### src/rtl/rlc_pkg.sv
// Package: shared types for the rotating register loop controller.
// Assumes: single clock domain; one loop branch per cycle at most.
package rlc_pkg;
    typedef enum logic {
        MODE_COUNTED = 1'b0,
        MODE_WHILE   = 1'b1
    } loop_mode_e;
endpackage

### src/rtl/rlc_rot_base.sv
// Rotation base and renamer for one rotating register region.
// Holds a base in [0, NROT) that steps down modulo NROT on each rotation.
// It maps NPORTS logical indices into physical ones. An index below FIRST
// passes through unchanged.
// Assumes: FIRST + NROT <= 2**IDX_W and clear has priority over rotate.
module rlc_rot_base #(
    parameter int FIRST  = 32,
    parameter int NROT   = 96,
    parameter int IDX_W  = 7,
    parameter int NPORTS = 1
) (
    input  logic                          clk,
    input  logic                          rst_n,
    input  logic                          clear,
    input  logic                          rotate,
    input  logic [NPORTS-1:0][IDX_W-1:0]  log_idx,
    output logic [NPORTS-1:0][IDX_W-1:0]  phys_idx
);
    localparam int BW = $clog2(NROT);
    localparam logic [BW-1:0]  TOP_BASE = BW'(NROT - 1);
    localparam logic [IDX_W:0] NROT_X   = (IDX_W+1)'(NROT);
    localparam logic [IDX_W:0] FIRST_X  = (IDX_W+1)'(FIRST);

    logic [BW-1:0] base_q;

    // Base register: cleared on setup, stepped down modulo NROT on rotation.
    always_ff @(posedge clk) begin
        if (!rst_n || clear) begin
            base_q <= '0;
        end else if (rotate) begin
            base_q <= (base_q == '0) ? TOP_BASE : base_q - 1'b1;
        end
    end

    // One renaming lane per lookup port.
    for (genvar p = 0; p < NPORTS; p++) begin : g_port
        logic [IDX_W:0] lx, off, sum, wrapped;

        // Compute the offset into the region, add the base and wrap once.
        always_comb begin
            lx      = {1'b0, log_idx[p]};
            off     = lx - FIRST_X;
            sum     = off + (IDX_W+1)'(base_q);
            wrapped = (sum >= NROT_X) ? sum - NROT_X : sum;
            if (lx < FIRST_X) begin
                phys_idx[p] = log_idx[p];
            end else begin
                phys_idx[p] = IDX_W'(wrapped + FIRST_X);
            end
        end
    end

    AST_BASE_IN_RANGE: assert property (@(posedge clk) disable iff (!rst_n)
        (32'(base_q) < NROT));
    AST_BASE_MOVES: assert property (@(posedge clk) disable iff (!rst_n)
        (rotate && !clear) |=> (base_q != $past(base_q)));
    AST_BASE_CLEARED: assert property (@(posedge clk) disable iff (!rst_n)
        clear |=> (base_q == '0));
    AST_BASE_IDLE: assert property (@(posedge clk) disable iff (!rst_n)
        (!rotate && !clear) |=> $stable(base_q));
endmodule

### src/rtl/rlc_pred_file.sv
// Stage-predicate storage for the rotating predicate region.
// Holds one bit per physical rotating predicate. On rotation, the slot that
// becomes the new lowest logical predicate receives the stage bit.
// Assumes: wr_phys is the physical slot of the highest logical rotating
// predicate under the current base, and indices are within the region.
module rlc_pred_file #(
    parameter int FIRST = 16,
    parameter int NROT  = 48,
    parameter int IDX_W = 6
) (
    input  logic             clk,
    input  logic             rst_n,
    input  logic             clear,
    input  logic             rotate,
    input  logic             stage_bit,
    input  logic [IDX_W-1:0] wr_phys,
    input  logic [IDX_W-1:0] rd_phys,
    output logic             rd_val
);
    localparam int SW = $clog2(NROT);
    localparam logic [IDX_W-1:0] FIRST_I = IDX_W'(FIRST);

    logic [NROT-1:0] bits_q;
    logic [SW-1:0]   wr_slot;
    logic [SW-1:0]   rd_slot;

    // Convert physical numbers into slot positions inside the region.
    always_comb begin
        wr_slot = SW'(wr_phys - FIRST_I);
        rd_slot = SW'(rd_phys - FIRST_I);
    end

    // Read: predicates below the region hold no stage bit and read 0.
    always_comb begin
        rd_val = (rd_phys >= FIRST_I) ? bits_q[rd_slot] : 1'b0;
    end

    // Storage: cleared on setup, one slot written per rotation.
    always_ff @(posedge clk) begin
        if (!rst_n || clear) begin
            bits_q <= '0;
        end else if (rotate) begin
            bits_q[wr_slot] <= stage_bit;
        end
    end

    AST_STAGE_WRITTEN: assert property (@(posedge clk) disable iff (!rst_n)
        (rotate && !clear) |=> (bits_q[$past(wr_slot)] == $past(stage_bit)));
    AST_PRED_CLEARED: assert property (@(posedge clk) disable iff (!rst_n)
        clear |=> (bits_q == '0));
    AST_PRED_IDLE: assert property (@(posedge clk) disable iff (!rst_n)
        (!rotate && !clear) |=> $stable(bits_q));
endmodule

### src/rtl/rlc_loop_ctl.sv
// Loop decision and counters.
// Decides whether a loop branch is taken, which stage bit enters the
// predicate pipeline, and how the loop and drain counts move.
// Assumes: setup_en has priority over br_valid.
module rlc_loop_ctl
    import rlc_pkg::*;
#(
    parameter int LC_W = 16,
    parameter int EC_W = 6
) (
    input  logic            clk,
    input  logic            rst_n,
    input  logic            setup_en,
    input  logic [LC_W-1:0] setup_lc,
    input  logic [EC_W-1:0] setup_ec,
    input  logic            br_valid,
    input  loop_mode_e      br_mode,
    input  logic            br_qp,
    output logic            br_taken,
    output logic            stage_bit,
    output logic [LC_W-1:0] lc_value,
    output logic [EC_W-1:0] ec_value
);
    localparam logic [EC_W-1:0] EC_ONE = EC_W'(1);

    logic [LC_W-1:0] lc_q, lc_d;
    logic [EC_W-1:0] ec_q, ec_d;
    logic            keep_going;
    logic            taken_raw;

    // Kernel test: loop count in counted mode, qualifying predicate in while mode.
    always_comb begin
        keep_going = (br_mode == MODE_WHILE) ? br_qp : (lc_q != '0);
    end

    // Next counts, decision and stage bit for a branch in this cycle.
    always_comb begin
        lc_d      = lc_q;
        ec_d      = ec_q;
        taken_raw = 1'b0;
        stage_bit = 1'b0;
        if (keep_going) begin
            taken_raw = 1'b1;
            stage_bit = 1'b1;
            if (br_mode == MODE_COUNTED) begin
                lc_d = lc_q - 1'b1;
            end
        end else if (ec_q > EC_ONE) begin
            taken_raw = 1'b1;
            ec_d      = ec_q - 1'b1;
        end else if (ec_q == EC_ONE) begin
            ec_d = '0;
        end
    end

    // Counter registers: setup loads, a branch commits the next values.
    always_ff @(posedge clk) begin
        if (!rst_n) begin
            lc_q <= '0;
            ec_q <= '0;
        end else if (setup_en) begin
            lc_q <= setup_lc;
            ec_q <= setup_ec;
        end else if (br_valid) begin
            lc_q <= lc_d;
            ec_q <= ec_d;
        end
    end

    assign br_taken = br_valid & ~setup_en & taken_raw;
    assign lc_value = lc_q;
    assign ec_value = ec_q;

    AST_WHILE_KEEPS_LC: assert property (@(posedge clk) disable iff (!rst_n)
        (br_valid && !setup_en && br_mode == MODE_WHILE) |=> (lc_q == $past(lc_q)));
    AST_EC_NO_RISE: assert property (@(posedge clk) disable iff (!rst_n)
        (br_valid && !setup_en) |=> (ec_q <= $past(ec_q)));
    AST_LAST_FALLS: assert property (@(posedge clk) disable iff (!rst_n)
        (br_valid && br_mode == MODE_COUNTED && lc_q == '0 && ec_q <= EC_ONE) |-> !br_taken);
    AST_TAKEN_NEEDS_VALID: assert property (@(posedge clk) disable iff (!rst_n)
        br_taken |-> br_valid);
    AST_IDLE_HOLDS: assert property (@(posedge clk) disable iff (!rst_n)
        (!br_valid && !setup_en) |=> ($stable(lc_q) && $stable(ec_q)));
endmodule

### src/rtl/rotating_loop_ctrl.sv
// Top: rotating register loop controller.
// Combines the loop decision, the two rotation bases and the stage-predicate
// storage. A branch always rotates both regions. A setup strobe has priority
// over a branch in the same cycle.
// Assumes: rename lookups are combinational and used in the same cycle.
module rotating_loop_ctrl
    import rlc_pkg::*;
#(
    parameter int LC_W     = 16,
    parameter int EC_W     = 6,
    parameter int GR_FIRST = 32,
    parameter int GR_ROT   = 96,
    parameter int PR_FIRST = 16,
    parameter int PR_ROT   = 48
) (
    input  logic            clk,
    input  logic            rst_n,
    input  logic            setup_en,
    input  logic [LC_W-1:0] setup_lc,
    input  logic [EC_W-1:0] setup_ec,
    input  logic            br_valid,
    input  logic            br_mode,
    input  logic            br_qp,
    input  logic [6:0]      gr_log_idx,
    output logic [6:0]      gr_phys_idx,
    input  logic [5:0]      pr_log_idx,
    output logic [5:0]      pr_phys_idx,
    output logic            pr_value,
    output logic            br_taken,
    output logic [LC_W-1:0] lc_value,
    output logic [EC_W-1:0] ec_value
);
    localparam int GR_W = $clog2(GR_FIRST + GR_ROT);
    localparam int PR_W = $clog2(PR_FIRST + PR_ROT);
    localparam logic [PR_W-1:0] PR_LAST = PR_W'(PR_FIRST + PR_ROT - 1);

    logic                       rotate;
    logic                       stage_bit;
    logic [0:0][GR_W-1:0]       gr_log_v, gr_phys_v;
    logic [1:0][PR_W-1:0]       pr_log_v, pr_phys_v;

    assign rotate = br_valid & ~setup_en;

    // Lookup vectors: port 0 serves the caller, port 1 finds the slot of the top predicate.
    always_comb begin
        gr_log_v[0] = GR_W'(gr_log_idx);
        pr_log_v[0] = PR_W'(pr_log_idx);
        pr_log_v[1] = PR_LAST;
        gr_phys_idx = 7'(gr_phys_v[0]);
        pr_phys_idx = 6'(pr_phys_v[0]);
    end

    rlc_loop_ctl #(
        .LC_W (LC_W),
        .EC_W (EC_W)
    ) u_ctl (
        .clk       (clk),
        .rst_n     (rst_n),
        .setup_en  (setup_en),
        .setup_lc  (setup_lc),
        .setup_ec  (setup_ec),
        .br_valid  (br_valid),
        .br_mode   (loop_mode_e'(br_mode)),
        .br_qp     (br_qp),
        .br_taken  (br_taken),
        .stage_bit (stage_bit),
        .lc_value  (lc_value),
        .ec_value  (ec_value)
    );

    rlc_rot_base #(
        .FIRST  (GR_FIRST),
        .NROT   (GR_ROT),
        .IDX_W  (GR_W),
        .NPORTS (1)
    ) u_gr_base (
        .clk      (clk),
        .rst_n    (rst_n),
        .clear    (setup_en),
        .rotate   (rotate),
        .log_idx  (gr_log_v),
        .phys_idx (gr_phys_v)
    );

    rlc_rot_base #(
        .FIRST  (PR_FIRST),
        .NROT   (PR_ROT),
        .IDX_W  (PR_W),
        .NPORTS (2)
    ) u_pr_base (
        .clk      (clk),
        .rst_n    (rst_n),
        .clear    (setup_en),
        .rotate   (rotate),
        .log_idx  (pr_log_v),
        .phys_idx (pr_phys_v)
    );

    rlc_pred_file #(
        .FIRST (PR_FIRST),
        .NROT  (PR_ROT),
        .IDX_W (PR_W)
    ) u_pred (
        .clk       (clk),
        .rst_n     (rst_n),
        .clear     (setup_en),
        .rotate    (rotate),
        .stage_bit (stage_bit),
        .wr_phys   (pr_phys_v[1]),
        .rd_phys   (pr_phys_v[0]),
        .rd_val    (pr_value)
    );

    AST_TAKEN_ONLY_ROTATING: assert property (@(posedge clk) disable iff (!rst_n)
        br_taken |-> rotate);
    AST_LOW_PRED_ZERO: assert property (@(posedge clk) disable iff (!rst_n)
        (32'(pr_log_idx) < PR_FIRST) |-> (!pr_value && pr_phys_idx == pr_log_idx));
    AST_LOW_GR_PASS: assert property (@(posedge clk) disable iff (!rst_n)
        (32'(gr_log_idx) < GR_FIRST) |-> (gr_phys_idx == gr_log_idx));
endmodule

### config.mk
export PLATFORM = sky130hd
export DESIGN_NAME = rotating_loop_ctrl
export DESIGN_NICKNAME = d
export VERILOG_FILES = /design/src/rtl/rlc_pkg.sv /design/src/rtl/rlc_rot_base.sv /design/src/rtl/rlc_pred_file.sv /design/src/rtl/rlc_loop_ctl.sv /design/src/rtl/rotating_loop_ctrl.sv
export SDC_FILE = /design/constraint.sdc
export NUM_CORES = 1
export LEC_CHECK = 0
export ABC_AREA = 1
export BUFFER_PORTS_ARGS = -buffer_cell sky130_fd_sc_hd__buf_2
export CELL_PAD_IN_SITES_DETAIL_PLACEMENT = 0
export CELL_PAD_IN_SITES_GLOBAL_PLACEMENT = 1
export CORE_AREA = 5 5 126 128
export CTS_CLUSTER_DIAMETER = 150
export DETAILED_ROUTE_END_ITERATION = 12
export DIE_AREA = 0 0 131 133
export PLACE_DENSITY_LB_ADDON = 0.1
export REMOVE_ABC_BUFFERS = 1
export SYNTH_ARGS = -nofsm -noshare
export SYNTH_HDL_FRONTEND = slang
export SYNTH_SLANG_ARGS = --single-unit
### constraint.sdc
create_clock -name clk -period 4.1 [get_ports clk]
set_input_delay 0.41 -clock clk [delete_from_list [all_inputs] [get_ports clk]]
set_output_delay 0.41 -clock clk [all_outputs]
set_load 0.03 [all_outputs]
Yosys cells after proc, flatten, opt, wreduce, memory -nomap -nowiden
Cells that the tools add are included.

$add $sub $neg: 17. Order comparisons: 10. Eq/ne operators: 3. Multiplexer cells: 26. Bitwise gates (word level): 3. Reductions and logical operators: 11.

Operators by type and width (number): $mux 16 (4); $mux 6 (9); $bwmux 48 (1); $mux 7 (3); $reduce_bool 16->1 (1); $sub 16x1->16 const B (1); $ge 7x6->1 const B (2); $lt 6x7->1 const B (2); $add 6x5->6 const B (2); $sub 6x1->6 const B (2); $sub 6x5->6 const B (2); $sub 6x6->6 const B (2); $add 8x7->8 (1); $ge 8x7->1 const B (1); $sub 7x6->8 const B (1); $add 6x6->7 const A (1); $add 7x6->7 (1); $add 7x6->7 const B (1); $logic_not 7->1 (1); $lt 7x6->1 const B (1); $mux 1 (7); $sub 6x5->7 const B (1); $sub 7x1->7 const B (1); $sub 7x7->7 const B (1); 17 further kinds (21).

Bits in registers: 83. Output and inout port bits: 37.

Depth between registers and ports, before layout
Word-level depth: 10. Depth in mapped cells: 22.

Hierarchy
From an unflattened synthesis, not the netlist that was laid out.

Cells, all modules: 1002. Area total of the unflattened synthesis: 6505.0 µm².

Modules (own cells, without submodules): rlc_pred_file (instances 1, cells each 399, area an instance 2721.4 µm², sequential area each 960.9 µm²); rlc_loop_ctl (instances 1, cells each 269, area an instance 1642.8 µm², sequential area each 440.4 µm²); rlc_rot_base (u_pr_base) (instances 1, cells each 201, area an instance 1293.7 µm², sequential area each 120.1 µm²); rlc_rot_base (u_gr_base) (instances 1, cells each 130, area an instance 833.3 µm², sequential area each 140.1 µm²); rotating_loop_ctrl (instances 1, cells each 3, area an instance 13.8 µm², sequential area each 0.0 µm²).

Worst setup path before layout
Ideal clock, no wire load.

Path type: input to output. From: in pr_log_idx[1]. To: out pr_value. Arrival: 3621 ps. Data required time: 3690 ps. Path slack: 69 ps. Cell stages on the path: 19. Cell sequence: ha_1 ha_1 fa_1 nand3_1 nand2_1 nand2_1 nand2_1 ha_1 nand3_1 nand4_1 o21ai_0 nor2_1 nor2_1 inv_1 ha_1 inv_1 nand2_1 nand2_1 nor2_1.

Cells in the longest elaborated chain, start to end: 10. Elaborated cells between the ends (all ways): 13. Classes of those cells: add/sub: 5; order compare: 3; mux: 5.

Ends and longest elaborated chain: start: declaration (line rotating_loop_ctrl.sv:26) `input logic [5:0] pr_log_idx,`; $sub 6x5->7 (line rlc_rot_base.sv:42) `off = lx - FIRST_X;`; $add 7x6->7 (line rlc_rot_base.sv:43) `sum = off + (IDX_W+1)'(base_q);`; $sub 6x6->6 or $ge 7x6->1 (tied branches) (line rlc_rot_base.sv:44) `wrapped = (sum >= NROT_X) ? sum - NROT_X : sum;`; $mux 6 (line rlc_rot_base.sv:44); $add 6x5->6 (line rlc_rot_base.sv:48) `phys_idx[p] = IDX_W'(wrapped + FIRST_X);`; $mux 6 * (line rlc_rot_base.sv:45) `if (lx < FIRST_X) begin`; net pr_phys_idx[5] (line rotating_loop_ctrl.sv:27) `output logic [5:0] pr_phys_idx,`; $sub 6x5->6 (line rlc_pred_file.sv:30) `rd_slot = SW'(rd_phys - FIRST_I);`; $bmux 1 s6 (line rlc_pred_file.sv:35) `rd_val = (rd_phys >= FIRST_I) ? bits_q[rd_slot] : 1'b0;`; $mux 1 (not written as such) (line rlc_pred_file.sv:35); $mux 1 * (line rlc_pred_file.sv:35); end: declaration (line rotating_loop_ctrl.sv:28) `output logic pr_value,`.

Mark *: on every way through the listed nets, which the timed path passes. The rest lies on a longest branch. The select of a mux whose other input is x is not followed.

Final worst setup path
From: reg u_pr_base.base_q[1]. To: out pr_value.

Cells in the longest elaborated chain, start to end: 9. Elaborated cells between the ends (all ways): 11. Classes of those cells: add/sub: 4; order compare: 2; mux: 5.

Ends and longest elaborated chain: start: declaration (line rlc_rot_base.sv:24) `logic [BW-1:0] base_q;`; start signal: assignment (line rlc_rot_base.sv:31) `base_q <= (base_q == '0) ? TOP_BASE : base_q - 1'b1;`; $add 7x6->7 * (line rlc_rot_base.sv:43); $sub 6x6->6 or $ge 7x6->1 (tied branches) (line rlc_rot_base.sv:44); $mux 6 * (line rlc_rot_base.sv:44); $add 6x5->6 * (line rlc_rot_base.sv:48); $mux 6 * (line rlc_rot_base.sv:45); $sub 6x5->6 (line rlc_pred_file.sv:30); $bmux 1 s6 (line rlc_pred_file.sv:35); $mux 1 (not written as such) (line rlc_pred_file.sv:35); $mux 1 * (line rlc_pred_file.sv:35).

Every way passes the cells marked *; elsewhere a longest branch is shown, timed or not. The select of a mux whose other input is x is not followed.

==> flow_summary.json <==
{
  "synth.top_cell.area_share_pct": 27.8,
  "n_antenna_cell": 0,
  "vias": 5926,
  "post_synth_num_cell_types": 47,
  "hold_path_class": "input pin to register",
  "fmax_ghz": 0.260,
  "fin_tns_setup_ns": 0,
  "rows": 45,
  "drt_first_pass_iters": 5,
  "r2r_cells": 14,
  "htree_levels": 3,
  "drive_above_1_share_pct": 16.5,
  "syn_area_per_cell_sq_um": 6.51,
  "leakagePower_nw": 3.23,
  "cts.path.max_buffers": 2,
  "synth_top_area_cell": "dfxtp_1",
  "cts_tree": "built",
  "cpLargestDelayFamily": "adder cells",
  "yosys.area_share.xor_xnor_pct": 2.93,
  "drv_slew": 0,
  "start_util_pct": 40.6,
  "place_congestion": 0.805,
  "netlist_instances": 920,
  "grt_pass1_wl_um": 27900,
  "final_area_sq_um": 6800,
  "worstPathRequired_ns": 3.69,
  "clk_pin_slew_ns": 0.07,
  "cpMaxStageDelayCell": "fa_1",
  "final_util_pct": 46.1,
  "startpoint_type": "register",
  "grt_pass1_vias": 5484,
  "grt_antenna_before_repair": 0,
  "synth-async-reset-ratio_pct": 0,
  "syn2layout_area_growth_pct": 13.5,
  "seq_area_frac_synth_pct": 27.8,
  "dominantRegCellSynth": "dfxtp_1",
  "grt_max_degree": 46,
  "synth_area_sq_um": 5990,
  "synthMuxAreaShare_pct": 0,
  "fp.dieArea_sq_um": 17400,
  "synth_edf_count": 0,
  "post_synth_fa_ha_maj_area_fraction_pct": 7.57,
  "final.setup_skew_ns": 0.0115,
  "tightest_slew_ns": 0.770,
  "synth-compound-area-share_pct": 11.7,
  "relSlewSlack_pct": 48.7,
  "synth_top_family_by_area": "simple AND/OR/NAND/NOR gates",
  "layout_common_cells": "nand2_1, nor2_1, inv_1",
  "finalCriticalPeriod_ns": 3.85,
  "reg2reg_to": "u_pred.bits_q[40]$_SDFFE_PP0P_",
  "cp_cell_sequence": "ha_1 -> ha_1 -> fa_1 -> nand3_1 -> nand2_1 -> nand2_1 -> nand2_1 -> ha_1 -> nand3_1 -> nand4_1 -> nand2_1 -> o21ai_1 -> nand2_1 -> nand2_1 -> nor2_2 -> inv_1 -> ha_1 -> inv_1 -> nand2_1 -> nand2_1 -> nor2_1 -> clkbuf_4",
  "setup_slack_ns": 0.252,
  "ctsHoldBuffers": 0,
  "r2r_start": "u_pr_base.base_q[0]$_SDFFE_PP0P_",
  "routedWlPerCell_um": 14.5,
  "cts_buffers": 9,
  "cp-end-kind": "output pin",
  "yosys.area_share.simple_pct": 39.0,
  "yosysWarningCount": 0,
  "placed_area_sq_um": 6490,
  "io_pins": 78,
  "drc_errors": 0,
  "rrSetupSlack_ns": 1.22,
  "grt_usage_pct": 19.9,
  "dp.cells": 1164,
  "crit_top_cell": "nand2_1",
  "whs_endpoint": "u_ctl.lc_value[3]$_SDFFE_PN0P_",
  "die_h_um": 133,
  "antenna_left": 0,
  "dp_hpwl_um": 12200,
  "p_per_area_nw_per_um2": 359,
  "port_buffers": 77,
  "arrival_ns": 3.44,
  "fill_cells": 1570,
  "path_class": "register to output pin",
  "synth-seq-cells": 83,
  "final_nets": 1064,
  "cts.sinks": 83,
  "whs_path_depth": 3,
  "drv_cap": 0,
  "dp_slack_ns": 0.284,
  "final_common_cell": "nand2_1",
  "cpPeakStageDelay_ns": 0.41,
  "routed_wl_um": 17100,
  "die_w_um": 131,
  "path_buf_inv": 3,
  "grt_overflow": 0,
  "worstHoldStart": "setup_lc[3]",
  "post-route-period-util_pct": 93.9,
  "final_cells": 1181,
  "status": "completed",
  "cts_root_buffer": "clkbuf_16",
  "cp_max_fo": 3,
  "peakVddDrop_v": 0.000175,
  "synthTopCellsByArea": "dfxtp_1, nand2_1, nor2_1",
  "clk_latency_ns": 0.35,
  "via_per_inst": 5.02,
  "hold_viol": 0,
  "setup_violations": 0,
  "coreArea_sq_um": 14800,
  "drt_iter0_drc": 282
}
-- cells by family after synthesis --
logic type                 after synthesis
buffers and inverters                  158
and+or+nand+nor                        506
AOI/OAI and AO/OA                      118
adders and majority gates               35
DFF                                     83
xor gates and xnor gates                20
-- report_power, final --
part / switching [W] / internal [W]
sequential: 0.0000326 / 0.000832
combinational: 0.000539 / 0.000238
clock: 0.000354 / 0.000445
-- how the worst max path moves through the flow --
stage | start | end | slack [ns] | cells past startpoint
floorplan | pr_log_idx[1] | pr_value | 0.07 | 19
global placement | pr_log_idx[1] | pr_value | 0.32 | 21
detailed placement | pr_log_idx[1] | pr_value | 0.28 | 21
CTS | u_pr_base.base_q[4]$_SDFFE_PP0P_ | pr_value | 0.13 | 21
global route | u_pr_base.base_q[1]$_SDFFE_PP0P_ | pr_value | -0.005 | 22
finish | u_pr_base.base_q[1]$_SDFFE_PP0P_ | pr_value | 0.25 | 22
-- layer usage --
layer	global-route usage, %	routed length (um)	vias up
li1	-	-	3123
met5	0	0	-
met2	31.1	7850	132
met4	6.57	314	0
met3	3.55	792	30
met1	27.6	8140	2641
-- cell usage after synthesis, drive strengths merged, types with 3 or more instances --
cell,n
nand2,222
nor2,139
inv,129
dfxtp,83
nand3,72
o21ai,46
a21oi,43
nand4,38
ha,33
nor3,27
buf,16
xor2,12
clkbuf,11
o211ai,9
xnor2,8
a31oi,6
or2,4
a211oi,3
o21bai,3
-- layout make-up --
| class | instances | area (sq um) | share of cell area (%) |
|---|---|---|---|
| Clock buffer | 11 | 253 | 3.72 |
| Clock inverter | 5 | 37.5 | 0.552 |
| Inverter | 131 | 493 | 7.25 |
| Multi-Input combinational cell | 679 | 3670 | 54.1 |
| Sequential cell | 83 | 1660 | 24.5 |
| Tap cell | 188 | 235 | 3.46 |
| Timing Repair Buffer | 84 | 440 | 6.48 |
-- what timing repair did --
action | CTS | global route
resized for setup | 0 | 5
setup endpoints to repair | 0 | 1
endpoints found under the hold margin | 0 | 0
buffers inserted | 0 | 1
-- flip-flops by register name, summed over array words and instances, names as in the netlist --
register and cells:
u_ctl.ec_value 6, u_pr_base.base_q 6, u_pred.bits_q 48, u_ctl.lc_value 16
u_gr_base.base_q 7
-- worst min-delay path, stage by stage --
cell	delay, ns
buf_2	0.09
nand2_1	0.05
a31oi_1	0.07
-- stage by stage --
step	hold slack, ns	power [W]
2_1_floorplan	0.444	0.00142
4_1_cts	0.317	0.00246
3_5_place_dp	0.474	0.00165
6_report	0.330	0.00244
3_3_place_gp	0.465	0.00166
5_1_grt	0.335	0.00259
Power figures use the tool's default switching activity.
